===== src/rtl/mtag_pkg.sv =====
`timescale 1ns/1ps
package mtag_pkg;
  typedef enum logic [1:0] {
    ST_IDLE,
    ST_EXEC,
    ST_REQ,
    ST_WAIT
  } mtag_state_e;

  localparam int IMM_W = 9;
  localparam int REG_IDX_W = 5;
  localparam logic [REG_IDX_W-1:0] REG_SP_ZR = 5'd31;

  typedef struct packed {
    logic                 enc_ok;
    logic [IMM_W-1:0]     imm;
    logic [REG_IDX_W-1:0] rn;
    logic [REG_IDX_W-1:0] rt;
  } mtag_fields_t;
endpackage


===== src/rtl/mtag_decode.sv =====
`timescale 1ns/1ps
module mtag_decode
  import mtag_pkg::*;
#(
  parameter int INSN_W = 32
) (
  input  logic [INSN_W-1:0] insn,
  output mtag_fields_t      fields
);
  localparam logic [7:0] MAJOR_OP = 8'hD9;
  localparam logic [1:0] OPC_VAL  = 2'b01;
  localparam logic [1:0] OP2_VAL  = 2'b00;

  always_comb begin
    fields.enc_ok = (insn[31:24] == MAJOR_OP) && (insn[23:22] == OPC_VAL) &&
                    insn[21] && (insn[11:10] == OP2_VAL);
    fields.imm    = insn[20:12];
    fields.rn     = insn[9:5];
    fields.rt     = insn[4:0];
  end
endmodule


===== src/rtl/mtag_addr_gen.sv =====
`timescale 1ns/1ps
module mtag_addr_gen #(
  parameter int XLEN       = 64,
  parameter int IMM_BITS   = 9,
  parameter int GRAN_LOG2  = 4,
  parameter int SP_AL_LOG2 = 4
) (
  input  logic [IMM_BITS-1:0] imm,
  input  logic                use_sp,
  input  logic [XLEN-1:0]     gpr_base,
  input  logic [XLEN-1:0]     sp_base,
  output logic [XLEN-1:0]     addr,
  output logic                sp_misaligned
);
  localparam int EXT_W = XLEN - IMM_BITS;

  logic [XLEN-1:0] base;
  logic [XLEN-1:0] offset;
  logic [XLEN-1:0] sum;

  always_comb begin
    base          = use_sp ? sp_base : gpr_base;
    offset        = {{EXT_W{imm[IMM_BITS-1]}}, imm} << GRAN_LOG2;
    sum           = base + offset;
    addr          = {sum[XLEN-1:GRAN_LOG2], {GRAN_LOG2{1'b0}}};
    sp_misaligned = use_sp && (|sp_base[SP_AL_LOG2-1:0]);
  end
endmodule


===== src/rtl/mtag_merge.sv =====
`timescale 1ns/1ps
module mtag_merge #(
  parameter int XLEN    = 64,
  parameter int TAG_W   = 4,
  parameter int TAG_LSB = 56
) (
  input  logic [XLEN-1:0]  reg_val,
  input  logic [TAG_W-1:0] tag,
  output logic [XLEN-1:0]  merged
);
  for (genvar b = 0; b < XLEN; b++) begin : g_bit
    if (b >= TAG_LSB && b < TAG_LSB + TAG_W) begin : g_tag
      assign merged[b] = tag[b - TAG_LSB];
    end else begin : g_keep
      assign merged[b] = reg_val[b];
    end
  end
endmodule


===== src/rtl/mtag_load_unit.sv =====
`timescale 1ns/1ps
module mtag_load_unit
  import mtag_pkg::*;
#(
  parameter int XLEN      = 64,
  parameter int INSN_W    = 32,
  parameter int TAG_W     = 4,
  parameter int TAG_LSB   = 56,
  parameter int GRAN_LOG2 = 4
) (
  input  logic                 clk,
  input  logic                 rst,
  input  logic                 insn_valid,
  input  logic [INSN_W-1:0]    insn_word,
  input  logic                 feat_en,
  output logic                 insn_ready,
  output logic [REG_IDX_W-1:0] gpr_rn_idx,
  input  logic [XLEN-1:0]      gpr_rn_data,
  output logic [REG_IDX_W-1:0] gpr_rt_idx,
  input  logic [XLEN-1:0]      gpr_rt_data,
  input  logic [XLEN-1:0]      sp_data,
  output logic                 tag_req_valid,
  input  logic                 tag_req_ready,
  output logic [XLEN-1:0]      tag_req_addr,
  input  logic                 tag_rsp_valid,
  input  logic [TAG_W-1:0]     tag_rsp_tag,
  output logic                 wb_en,
  output logic [REG_IDX_W-1:0] wb_idx,
  output logic [XLEN-1:0]      wb_data,
  output logic                 done,
  output logic                 undef,
  output logic                 align_fault
);
  mtag_state_e       state;
  logic [INSN_W-1:0] insn_q;
  logic              feat_q;
  logic [XLEN-1:0]   xt_q;
  mtag_fields_t      fld;
  logic [XLEN-1:0]   eff_addr;
  logic              sp_mis;
  logic [XLEN-1:0]   merged;
  logic              use_sp;

  mtag_decode #(.INSN_W(INSN_W)) u_dec (
    .insn   (insn_q),
    .fields (fld)
  );

  assign use_sp = (fld.rn == REG_SP_ZR);

  mtag_addr_gen #(
    .XLEN(XLEN), .IMM_BITS(IMM_W), .GRAN_LOG2(GRAN_LOG2), .SP_AL_LOG2(GRAN_LOG2)
  ) u_agen (
    .imm           (fld.imm),
    .use_sp        (use_sp),
    .gpr_base      (gpr_rn_data),
    .sp_base       (sp_data),
    .addr          (eff_addr),
    .sp_misaligned (sp_mis)
  );

  mtag_merge #(.XLEN(XLEN), .TAG_W(TAG_W), .TAG_LSB(TAG_LSB)) u_merge (
    .reg_val (xt_q),
    .tag     (tag_rsp_tag),
    .merged  (merged)
  );

  assign insn_ready = (state == ST_IDLE);
  assign gpr_rn_idx = fld.rn;
  assign gpr_rt_idx = fld.rt;

  always_ff @(posedge clk) begin
    if (rst) begin
      state         <= ST_IDLE;
      insn_q        <= '0;
      feat_q        <= 1'b0;
      xt_q          <= '0;
      tag_req_valid <= 1'b0;
      tag_req_addr  <= '0;
      wb_en         <= 1'b0;
      wb_idx        <= '0;
      wb_data       <= '0;
      done          <= 1'b0;
      undef         <= 1'b0;
      align_fault   <= 1'b0;
    end else begin
      done        <= 1'b0;
      undef       <= 1'b0;
      align_fault <= 1'b0;
      wb_en       <= 1'b0;
      case (state)
        ST_IDLE: begin
          if (insn_valid) begin
            insn_q <= insn_word;
            feat_q <= feat_en;
            state  <= ST_EXEC;
          end
        end
        ST_EXEC: begin
          if (!feat_q || !fld.enc_ok) begin
            undef <= 1'b1;
            done  <= 1'b1;
            state <= ST_IDLE;
          end else if (sp_mis) begin
            align_fault <= 1'b1;
            done        <= 1'b1;
            state       <= ST_IDLE;
          end else begin
            tag_req_valid <= 1'b1;
            tag_req_addr  <= eff_addr;
            xt_q          <= (fld.rt == REG_SP_ZR) ? '0 : gpr_rt_data;
            state         <= ST_REQ;
          end
        end
        ST_REQ: begin
          if (tag_req_ready) begin
            tag_req_valid <= 1'b0;
            state         <= ST_WAIT;
          end
        end
        ST_WAIT: begin
          if (tag_rsp_valid) begin
            wb_data <= merged;
            wb_idx  <= fld.rt;
            wb_en   <= (fld.rt != REG_SP_ZR);
            done    <= 1'b1;
            state   <= ST_IDLE;
          end
        end
        default: state <= ST_IDLE;
      endcase
    end
  end
endmodule


===== config.mk =====
export PLATFORM = sky130hd
export DESIGN_NAME = mtag_load_unit
export DESIGN_NICKNAME = d
export VERILOG_FILES = /design/src/rtl/mtag_pkg.sv /design/src/rtl/mtag_decode.sv /design/src/rtl/mtag_addr_gen.sv /design/src/rtl/mtag_merge.sv /design/src/rtl/mtag_load_unit.sv
export SDC_FILE = /design/constraint.sdc
export NUM_CORES = 1
export LEC_CHECK = 0
export BUFFER_PORTS_ARGS = -buffer_cell sky130_fd_sc_hd__buf_2
export CELL_PAD_IN_SITES_DETAIL_PLACEMENT = 1
export CELL_PAD_IN_SITES_GLOBAL_PLACEMENT = 1
export CORE_UTILIZATION = 38
export DETAILED_ROUTE_END_ITERATION = 6
export PLACE_DENSITY = 0.88
export SYNTH_ARGS = -nofsm -noshare
export SYNTH_HDL_FRONTEND = slang
export SYNTH_HIERARCHICAL = 1
export SYNTH_SLANG_ARGS = --single-unit

===== constraint.sdc =====
create_clock -name clk -period 6.1 [get_ports clk]
set_input_delay 0.305 -clock clk [delete_from_list [all_inputs] [get_ports clk]]
set_output_delay 0.305 -clock clk [all_outputs]
set_load 0.02 [all_outputs]

==> impl_metrics.py, run 1 <==
metrics = {
    "layout": {
        "multi_input_comb_area_um2": 6980,
        "syn_to_final_growth_pct": 24.62,
        "layout.nets": 2124,
        "regArea_um2": 4669,
        "fin_area_um2": 15990,
        "drive_gt1_frac": 0.2715,
        "n_fill_cell": 3969,
    },
    "sta": {
        "fin_skew_ns": 0.01387,
        "setup_tns_ns": 0,
        "maxSlewViolCount": 0,
        "period_share": 0.8196,
        "worst_pin_slew_ns": 1.021,
        "fin_ws_ns": 1.100,
        "max_freq_mhz": 200.0,
        "hold_violations": 0,
        "max-slew-margin-rel": 0.3196,
        "rsz0062_at_grt": "false",
        "setup_viol": 0,
        "fin_crit_ns": 5.000,
    },
    "clock_network": {
        "cts_tree": "built",
        "cts_setup_buffers": 0,
        "path_clk_slew_ns": 0.06,
        "cts_buffer_depth": 3,
        "clk-insertion-delay-late_ns": 0.55,
        "htreeDepth": 1,
        "postCtsResizedCells": 0,
        "cts_buffers": 27,
        "cts.sinks": 233,
        "root_buffer": "clkbuf_16",
    },
    "grt": {
        "top_usage_layer": "met2",
        "grt_pass1_wl_um": 72660,
        "met3_usage": 0.05420,
        "grt_max_degree": 106,
        "antenna_found_initial": 4,
        "grt_pass1_vias": 13740,
        "grt.overflow.total": 0,
        "met2_usage": 0.4851,
        "grt_use_total": 0.2662,
        "grt_use_met1": 0.2922,
    },
    "placed_design": {
        "gp_congestion": 0.8366,
        "placed_area_um2": 14220,
        "place_ws_ns": 1.259,
        "port_buffers": 374,
        "place.detailed.hpwl_um": 29770,
    },
    "critical_path": {
        "worst-r2r-cell-count": 17,
        "critPathLaunchType": "flop",
        "end_kind": "flop",
        "criticalPathCategory": "reg2reg",
        "crit_required_ns": 6.56,
        "crit_fanout": 37,
        "arrival_ns": 5.46,
    },
    "routing": {
        "ant_nets": 0,
        "num_vias": 12690,
        "via_per_inst": 5.534,
        "initialDrtViolationCount": 572,
        "drc": 0,
        "drtPass1Iterations": 5,
        "wl_per_cell_um": 20.69,
        "drt-total-wl_um": 47450,
    },
    "worst_hold_path": {
        "holdPathStages": 3,
        "min_path_type": "in2reg",
    },
    "synth": {
        "syn_avg_cell_area_um2": 8.438,
        "ys_warn_count": 6,
        "syn_area_um2": 12830,
        "synth_cells": 1521,
    },
    "die": {
        "rows": 66,
        "die_y_um": 185.8,
        "die_w_um": 185.8,
        "die_area_um2": 34510,
        "io_pins": 383,
        "start_util": 0.3905,
        "core_area_um2": 32870,
    },
    "power": {
        "peakVddDrop_mv": 0.2004,
        "comb_power_share": 0.161,
        "clkPwrFrac": 0.427,
        "seq_power_share": 0.412,
        "p_int_w": 0.002738,
        "leakagePower_nw": 6.951,
        "power_switching_w": 0.001044,
        "p_per_area_nw_per_um2": 236.5,
        "swShare": 0.2761,
    },
    "outcome": {
        "status": "finished clean",
    },
    "job": {
        "cap_violations": 0,
    },
}
## critical path: stages, from the launching register on
cell	delay [ns]
dfxtp_1	0.38
nand3_1	0.17
nor2_4	0.11
buf_4	0.33
buf_4	0.49
mux2_2	0.40
ha_1	0.38
a21oi_1	0.22
o21ai_0	0.16
a2111oi_0	0.37
o31a_1	0.33
o41a_1	0.33
o41ai_4	0.11
a221oi_2	0.49
o21bai_1	0.16
xnor2_1	0.16
nand3_1	0.10
a21oi_1	0.19
## registers in the layout (all words and copies together) (netlist names), named ones only
register,count
tag_req_addr,64
wb_data,64
xt_q,60
insn_q,32
wb_idx,5
align_fault,1
done,1
feat_q,1
state,1
tag_req_valid,1
undef,1
wb_en,1
## power by group through the flow
stage | combinational (W) | clock (W) | sequential (W)
detailed placement | 0.000544 | 0 | 0.00159
global route | 0.000659 | 0.00173 | 0.00156
finish | 0.000608 | 0.00162 | 0.00156
floorplan | 0.000389 | 0 | 0.00158
CTS | 0.000598 | 0.00164 | 0.00156
global placement | 0.000528 | 0 | 0.00159
## final timing paths
kind            startpoint               end  slack, ns
max              insn_q[6]  tag_req_addr[56]       1.10
min          insn_word[11]        insn_q[11]       0.02
max reg2reg      insn_q[6]  tag_req_addr[56]       1.10
min reg2reg    wb_data[18]       wb_data[18]       0.45
## placed cells by master (no fill, tap or decap), types with 4 or more instances in the layout
cell type,n
a31oi_1,6
xor2_1,23
buf_2,373
nand3_1,71
nor2b_1,7
o21ai_0,87
and4_1,4
buf_4,11
a21oi_1,204
o21a_1,8
xnor2_1,34
inv_1,14
nor2_1,68
nand2_1,191
mux2_2,59
mux2i_1,34
dlygate4sd3_1,89
o21ai_1,22
clkbuf_1,8
a21o_1,24
a211oi_1,7
ha_1,59
conb_1,4
clkbuf_8,6
nand4_1,23
nor3_1,7
dfxtp_1,231
a22o_1,60
clkbuf_16,27
o21bai_1,12
## cell type report
class | count | area share
antenna | 3 | 0.0004694
clock buffer | 41 | 0.04929
clock inverter | 7 | 0.005164
inverter | 16 | 0.003755
multi-input combinational | 1078 | 0.4365
sequential | 233 | 0.2920
tap | 442 | 0.03458
timing repair buffer | 474 | 0.1783
## per-layer routing
layer | up-vias | routed length (µm)
met3 | 154 | 2602
li1 | 5924 | -
met2 | 441 | 24010
met4 | 4 | 2421
met1 | 6171 | 18400
met5 | - | 20
## metrics by stage
stage | instances | util | hold WS [ns] | total power (W)
floorplan | 1524 | - | 0.4305 | 0.001965
global placement | 2154 | 0.4328 | 0.4355 | 0.002118
detailed placement | 2154 | 0.4328 | 0.4466 | 0.002134
CTS | 2291 | 0.4864 | 0.001696 | 0.003797
global route | 2293 | 0.4865 | 0.01651 | 0.003944
finish | 2294 | 0.4866 | 0.01776 | 0.003782
## timing repair
item / CTS / global route
setup endpoints to repair: 0 / 0
hold buffers: 89 / 0
endpoints found under the hold margin: 89 / 0
No activity file was read; power rests on OpenSTA's default activity.
==> run 2: changes to the inputs <==
==> constraint.sdc (replaced) <==
create_clock -name clk -period 4.9 [get_ports clk]
set_input_delay 0.245 -clock clk [delete_from_list [all_inputs] [get_ports clk]]
set_output_delay 0.245 -clock clk [all_outputs]
set_load 0.02 [all_outputs]
==> run 2 against run 1 <==
Compared with the run above: sequential cell count stayed put; register-to-register slack got worse by 1.0 ns; sequential share of layout area is 0.37 points lower; worst setup slack got worse by 1.0 ns; global-route usage up 0.27 points; die area unchanged; largest cell class unchanged.
==> impl_metrics.py, run 2 (synthesis gave the netlist of run 1 again) <==
metrics = {
    "critical_path": {
        "worst-r2r-cell-count": 16,
        "arrival_ns": 5.28,
        "r2r_slack_ns": 0.06,
        "crit_family": "compound AO/OA/AOI/OAI gates",
        "critical-path-max-stage-delay_ns": 0.56,
        "timing.rr.start": "insn_q[6]",
        "cp_slowest_cell": "o41a_1",
        "cp_cell_sequence": "nand3_1, nor2_4, buf_4, mux2_2, ha_1, a21o_2, a31oi_1, o31a_1, o31a_1, o41a_1, o41ai_4, a221oi_4, o31ai_2, xor2_1, nand3_1, a21oi_1",
        "crit_fanout": 10,
        "critPathLaunchType": "flop",
        "timing.rr.end": "tag_req_addr[60]",
        "critPathBufInv": 1,
        "criticalPathCategory": "reg2reg",
        "crit_required_ns": 5.35,
        "end_kind": "flop",
    },
    "power": {
        "leakagePower_nw": 7.054,
        "swShare": 0.2725,
        "comb_power_share": 0.160,
        "power_switching_w": 0.001306,
        "clkPwrFrac": 0.434,
        "peakVddDrop_mv": 0.2102,
        "p_per_area_nw_per_um2": 296.0,
        "p_int_w": 0.003487,
        "seq_power_share": 0.406,
    },
    "job": {
        "cap_violations": 0,
    },
    "routing": {
        "via_per_inst": 5.543,
        "drt-total-wl_um": 49280,
        "ant_nets": 0,
        "initialDrtViolationCount": 632,
        "num_vias": 12820,
        "drtPass1Iterations": 5,
        "wl_per_cell_um": 21.31,
        "drc": 0,
    },
    "grt": {
        "grt_pass1_wl_um": 73230,
        "grt_max_degree": 88,
        "grt_use_total": 0.2689,
        "antenna_found_initial": 2,
        "grt.overflow.total": 0,
        "grt_pass1_vias": 13690,
    },
    "worst_hold_path": {
        "holdPathStages": 3,
        "min_to": "insn_q[3]",
        "min_path_type": "in2reg",
        "holdCritStartpoint": "insn_word[3]",
    },
    "outcome": {
        "status": "finished clean",
    },
    "layout": {
        "drive_gt1_frac": 0.2771,
        "layout_commonest_cell": "buf_2",
        "final_core_util": 0.4928,
        "final_cell_count_no_fill": 2312,
        "reg_top3": "tag_req_addr (64), wb_data (64), xt_q (60)",
        "final_cell_mix": "373 x buf_2, 231 x dfxtp_1, 204 x a21oi_1",
        "syn_to_final_growth_pct": 26.20,
        "layout.nets": 2141,
    },
    "sta": {
        "max-slew-margin-rel": 0.2830,
        "setup_viol": 0,
        "maxSlewViolCount": 0,
        "period_share": 0.9868,
        "max_freq_mhz": 206.8,
        "fin_crit_ns": 4.835,
        "setup_tns_ns": 0,
        "hold_violations": 0,
        "fin_skew_ns": 0.01907,
        "worst_pin_slew_ns": 1.075,
    },
    "clock_network": {
        "cts_buffers": 27,
        "clk-insertion-delay-late_ns": 0.53,
        "root_buffer": "clkbuf_16",
        "cts_tree": "built",
        "cts_buffer_depth": 3,
        "htreeDepth": 1,
        "path_clk_slew_ns": 0.06,
        "cts.sinks": 233,
    },
    "placed_design": {
        "placedCellCount": 2156,
        "place.detailed.hpwl_um": 30300,
        "port_buffers": 374,
        "gp_congestion": 0.8766,
    },
    "die": {
        "die_area_um2": 34510,
        "io_pins": 383,
        "rows": 66,
        "die_w_um": 185.8,
        "core_area_um2": 32870,
        "start_util": 0.3905,
        "die_y_um": 185.8,
    },
}
## run 2: changes by cell type in the layout (fill, tap and decap cells not counted), moves of 2 or more
cell and change:
clkbuf_1 -2, clkbuf_8 +2, dlygate4sd3_1 +5, buf_4 +11
## run 2: how the worst max path moves through the flow
| stage | from | endpoint | slack (ns) | depth (start not counted) |
|---|---|---|---|---|
| after floorplan | insn_q[7] | tag_req_addr[60] | 0.59 | 18 |
| after global placement | insn_q[9] | tag_req_addr[60] | 0.42 | 15 |
| after detailed placement | insn_q[9] | tag_req_addr[60] | 0.27 | 15 |
| after CTS | insn_q[9] | tag_req_addr[60] | 0.25 | 16 |
| after global routing | insn_q[6] | tag_req_addr[60] | -0.03 | 16 |
| final | insn_q[6] | tag_req_addr[60] | 0.06 | 16 |
## run 2: layout make-up
cell class,count,area (µm²)
fillers,3956,16670
diodes,4,10.01
clock inverters,7,96.34
flip-flops and latches,233,4669
inverters,16,60.06
clock buffers,41,808.3
well taps,442,553.0
repair buffers,491,3004
multi-input cells,1078,6994
## run 2: through the flow
step	setup WS [ns]	hold WS [ns]	power (W)	instance area, µm²
2_1_floorplan	0.5892	0.3705	0.002446	12840
3_3_place_gp	0.4182	0.4361	0.002634	14250
3_5_place_dp	0.2671	0.4464	0.002661	14250
4_1_cts	0.2462	0.0009902	0.004795	16100
5_1_grt	-0.03326	0.01344	0.004987	16190
6_report	0.06482	0.01761	0.004794	16200
## run 2: what timing repair did
action,CTS,global route
endpoints found under the setup margin,0,3
buffers inserted,0,10
hold endpoints to repair,94,0
gates resized for setup,0,2
hold buffers,94,0
## run 2: power groups by stage
stage               Combinational, W  Clock [W]  Sequential, W
global route                0.000827    0.00221        0.00195
detailed placement          0.000675          0        0.00199
global placement            0.000650          0        0.00198
floorplan                   0.000484          0        0.00196
CTS                         0.000743    0.00211        0.00194
finish                      0.000768    0.00208        0.00195
## run 2: worst min-delay path, delay by kind of cell
family	cells	cell delay [ns]
muxes	1	0.06
and+or+nand+nor	1	0.11
buffers and inverters	1	0.08
## run 2: per-layer routing
| metal | track usage | vias up | share of wire |
|---|---|---|---|
| li1 | - | 5964 | - |
| met1 | 0.2971 | 6258 | 0.39 |
| met2 | 0.4928 | 442 | 0.51 |
| met3 | 0.05224 | 152 | 0.053 |
| met4 | 0.1230 | 0 | 0.050 |
| met5 | 0 | - | 0 |
==> run 3: changes to the inputs <==
--- a/config.mk
+++ b/config.mk
@@ -11,6 +11,7 @@
 export CORE_UTILIZATION = 38
 export DETAILED_ROUTE_END_ITERATION = 6
 export PLACE_DENSITY = 0.88
+export SETUP_SLACK_MARGIN = 0.15
 export SYNTH_ARGS = -nofsm -noshare
 export SYNTH_HDL_FRONTEND = slang
 export SYNTH_HIERARCHICAL = 1
==> run 3 against run 2 <==
Compared with the run above: highest routed layer unchanged; clock-buffer cell count did not move; largest cell class unchanged; largest power group unchanged; sequential cell count did not move; sequential share of layout area fell by 0.14 points.
==> impl_metrics.py, run 3 (synthesis gave the netlist of run 1 again) <==
metrics = {
    "outcome": {
        "status": "finished clean",
    },
    "routing": {
        "ant_nets": 0,
        "initialDrtViolationCount": 658,
        "drtPass1Iterations": 6,
        "drt-total-wl_um": 49730,
        "wl_per_cell_um": 21.44,
        "num_vias": 12830,
        "via_per_inst": 5.533,
        "drc": 0,
    },
    "layout": {
        "reg_top3": "tag_req_addr (64), wb_data (64), xt_q (60)",
        "layout_commonest_cell": "buf_2",
        "syn_to_final_growth_pct": 26.81,
        "final_cell_mix": "373 x buf_2, 231 x dfxtp_1, 204 x a21oi_1",
        "layout.nets": 2148,
        "final_core_util": 0.4952,
        "drive_gt1_frac": 0.2803,
    },
    "grt": {
        "grt_pass1_vias": 13690,
        "grt.overflow.total": 0,
        "antenna_found_initial": 2,
        "grt_max_degree": 88,
        "grt_use_total": 0.2689,
        "grt_pass1_wl_um": 73230,
    },
    "sta": {
        "setup_viol": 0,
        "rsz0062_at_grt": "true",
        "period_share": 0.9567,
        "maxSlewViolCount": 0,
        "fin_skew_ns": 0.01926,
        "worst_pin_slew_ns": 1.032,
        "fin_crit_ns": 4.688,
        "setup_tns_ns": 0,
        "hold_violations": 0,
        "fin_ws_ns": 0.2124,
        "max-slew-margin-rel": 0.3118,
        "max_freq_mhz": 213.3,
    },
    "critical_path": {
        "end_kind": "flop",
        "crit_required_ns": 5.35,
        "criticalPathCategory": "reg2reg",
        "critical-path-max-stage-delay_ns": 0.44,
        "cp_slowest_cell": "o41a_1",
        "arrival_ns": 5.14,
        "crit_fanout": 6,
        "cpMostUsedCell": "o31a_1",
        "cp_cell_sequence": "nand3_2, nor2_4, buf_4, mux2_2, ha_1, a21o_2, a31oi_1, o31a_1, o31a_1, o41a_1, o41ai_4, a221oi_4, o31ai_2, xor2_1, nand3_1, a21oi_1",
        "critPathLaunchType": "flop",
    },
    "power": {
        "clkPwrFrac": 0.433,
        "leakagePower_nw": 7.089,
        "seq_power_share": 0.406,
        "peakVddDrop_mv": 0.1952,
        "power_switching_w": 0.001310,
        "p_int_w": 0.003491,
        "swShare": 0.2729,
        "p_per_area_nw_per_um2": 295.0,
        "p_total_w": 0.004802,
        "comb_power_share": 0.161,
    },
    "placed_design": {
        "place_ws_ns": 0.2671,
        "gp_congestion": 0.8766,
        "place.detailed.hpwl_um": 30300,
        "port_buffers": 374,
    },
    "die": {
        "rows": 66,
        "die_area_um2": 34510,
        "start_util": 0.3905,
        "die_w_um": 185.8,
        "core_area_um2": 32870,
        "die_y_um": 185.8,
        "io_pins": 383,
    },
    "job": {
        "cap_violations": 0,
    },
    "clock_network": {
        "clk-insertion-delay-late_ns": 0.53,
        "path_clk_slew_ns": 0.06,
        "cts_buffer_depth": 3,
        "cts_tree": "built",
        "root_buffer": "clkbuf_16",
        "htreeDepth": 1,
        "cts.sinks": 233,
        "cts_buffers": 27,
    },
    "worst_hold_path": {
        "min_path_type": "in2reg",
    },
}
[run 3: cell count changes in the layout (fill, tap and decap cells not counted), sizes merged]
cell and change:
buf +5, clkbuf +1, nor2 +1
[run 3: final cells by class]
cell class	instances	area [µm²]
Fill cell	3949	16590
Multi-Input combinational cell	1079	7010
Sequential cell	233	4669
Timing Repair Buffer	497	3067
Clock buffer	41	808.3
Tap cell	442	553.0
Clock inverter	7	96.34
Inverter	16	60.06
Antenna cell	4	10.01
[run 3: metrics by stage]
step / std cells / hold slack [ns] / area [µm²]
6_report: 2319 / 0.01660 / 16270
3_5_place_dp: 2156 / 0.4464 / 14250
2_1_floorplan: 1524 / 0.3705 / 12840
4_1_cts: 2298 / 0.0009902 / 16100
3_3_place_gp: 2156 / 0.4361 / 14250
5_1_grt: 2317 / 0.01536 / 16270
[run 3: power by group through the flow]
stage | registers [W] | logic, W | clock network, W
finish | 0.00195 | 0.000773 | 0.00208
global route | 0.00195 | 0.000833 | 0.00221
CTS | 0.00194 | 0.000743 | 0.00211
detailed placement | 0.00199 | 0.000675 | 0
global placement | 0.00198 | 0.000650 | 0
floorplan | 0.00196 | 0.000484 | 0
[run 3: worst paths after layout]
kind	startpoint	end	slack, ns	cells past startpoint
max	insn_q[6]	tag_req_addr[60]	0.21	16
min	insn_word[3]	insn_q[3]	0.02	3
max reg2reg	insn_q[6]	tag_req_addr[60]	0.21	16
min reg2reg	wb_data[8]	wb_data[8]	0.45	2
[run 3: what timing repair did]
| action | 4_1_cts | 5_1_grt |
|---|---|---|
| hold buffers | 94 | 0 |
| resized for setup | 0 | 5 |
| buffers inserted | 0 | 15 |
| endpoints found under the setup margin | 0 | 5 |
| endpoints found under the hold margin | 94 | 0 |
[run 3: worst max-delay path, delay by kind of cell (launching register included)]
kind | cells | cell delay, ns
AO/OA/AOI/OAI | 9 | 2.56
AND/OR/NAND/NOR | 3 | 0.56
adder cells (fa/ha/maj) | 1 | 0.41
flip-flops | 1 | 0.39
multiplexers | 1 | 0.33
XOR/XNOR | 1 | 0.17
buffers and inverters | 1 | 0.16
[run 3: routing by layer]
metal | part of all wire | vias to the layer above | global-route usage
met2 | 0.51 | 458 | 0.4928
li1 | - | 5973 | -
met4 | 0.052 | 0 | 0.1230
met1 | 0.39 | 6239 | 0.2971
met3 | 0.056 | 162 | 0.05224
met5 | 0 | - | 0
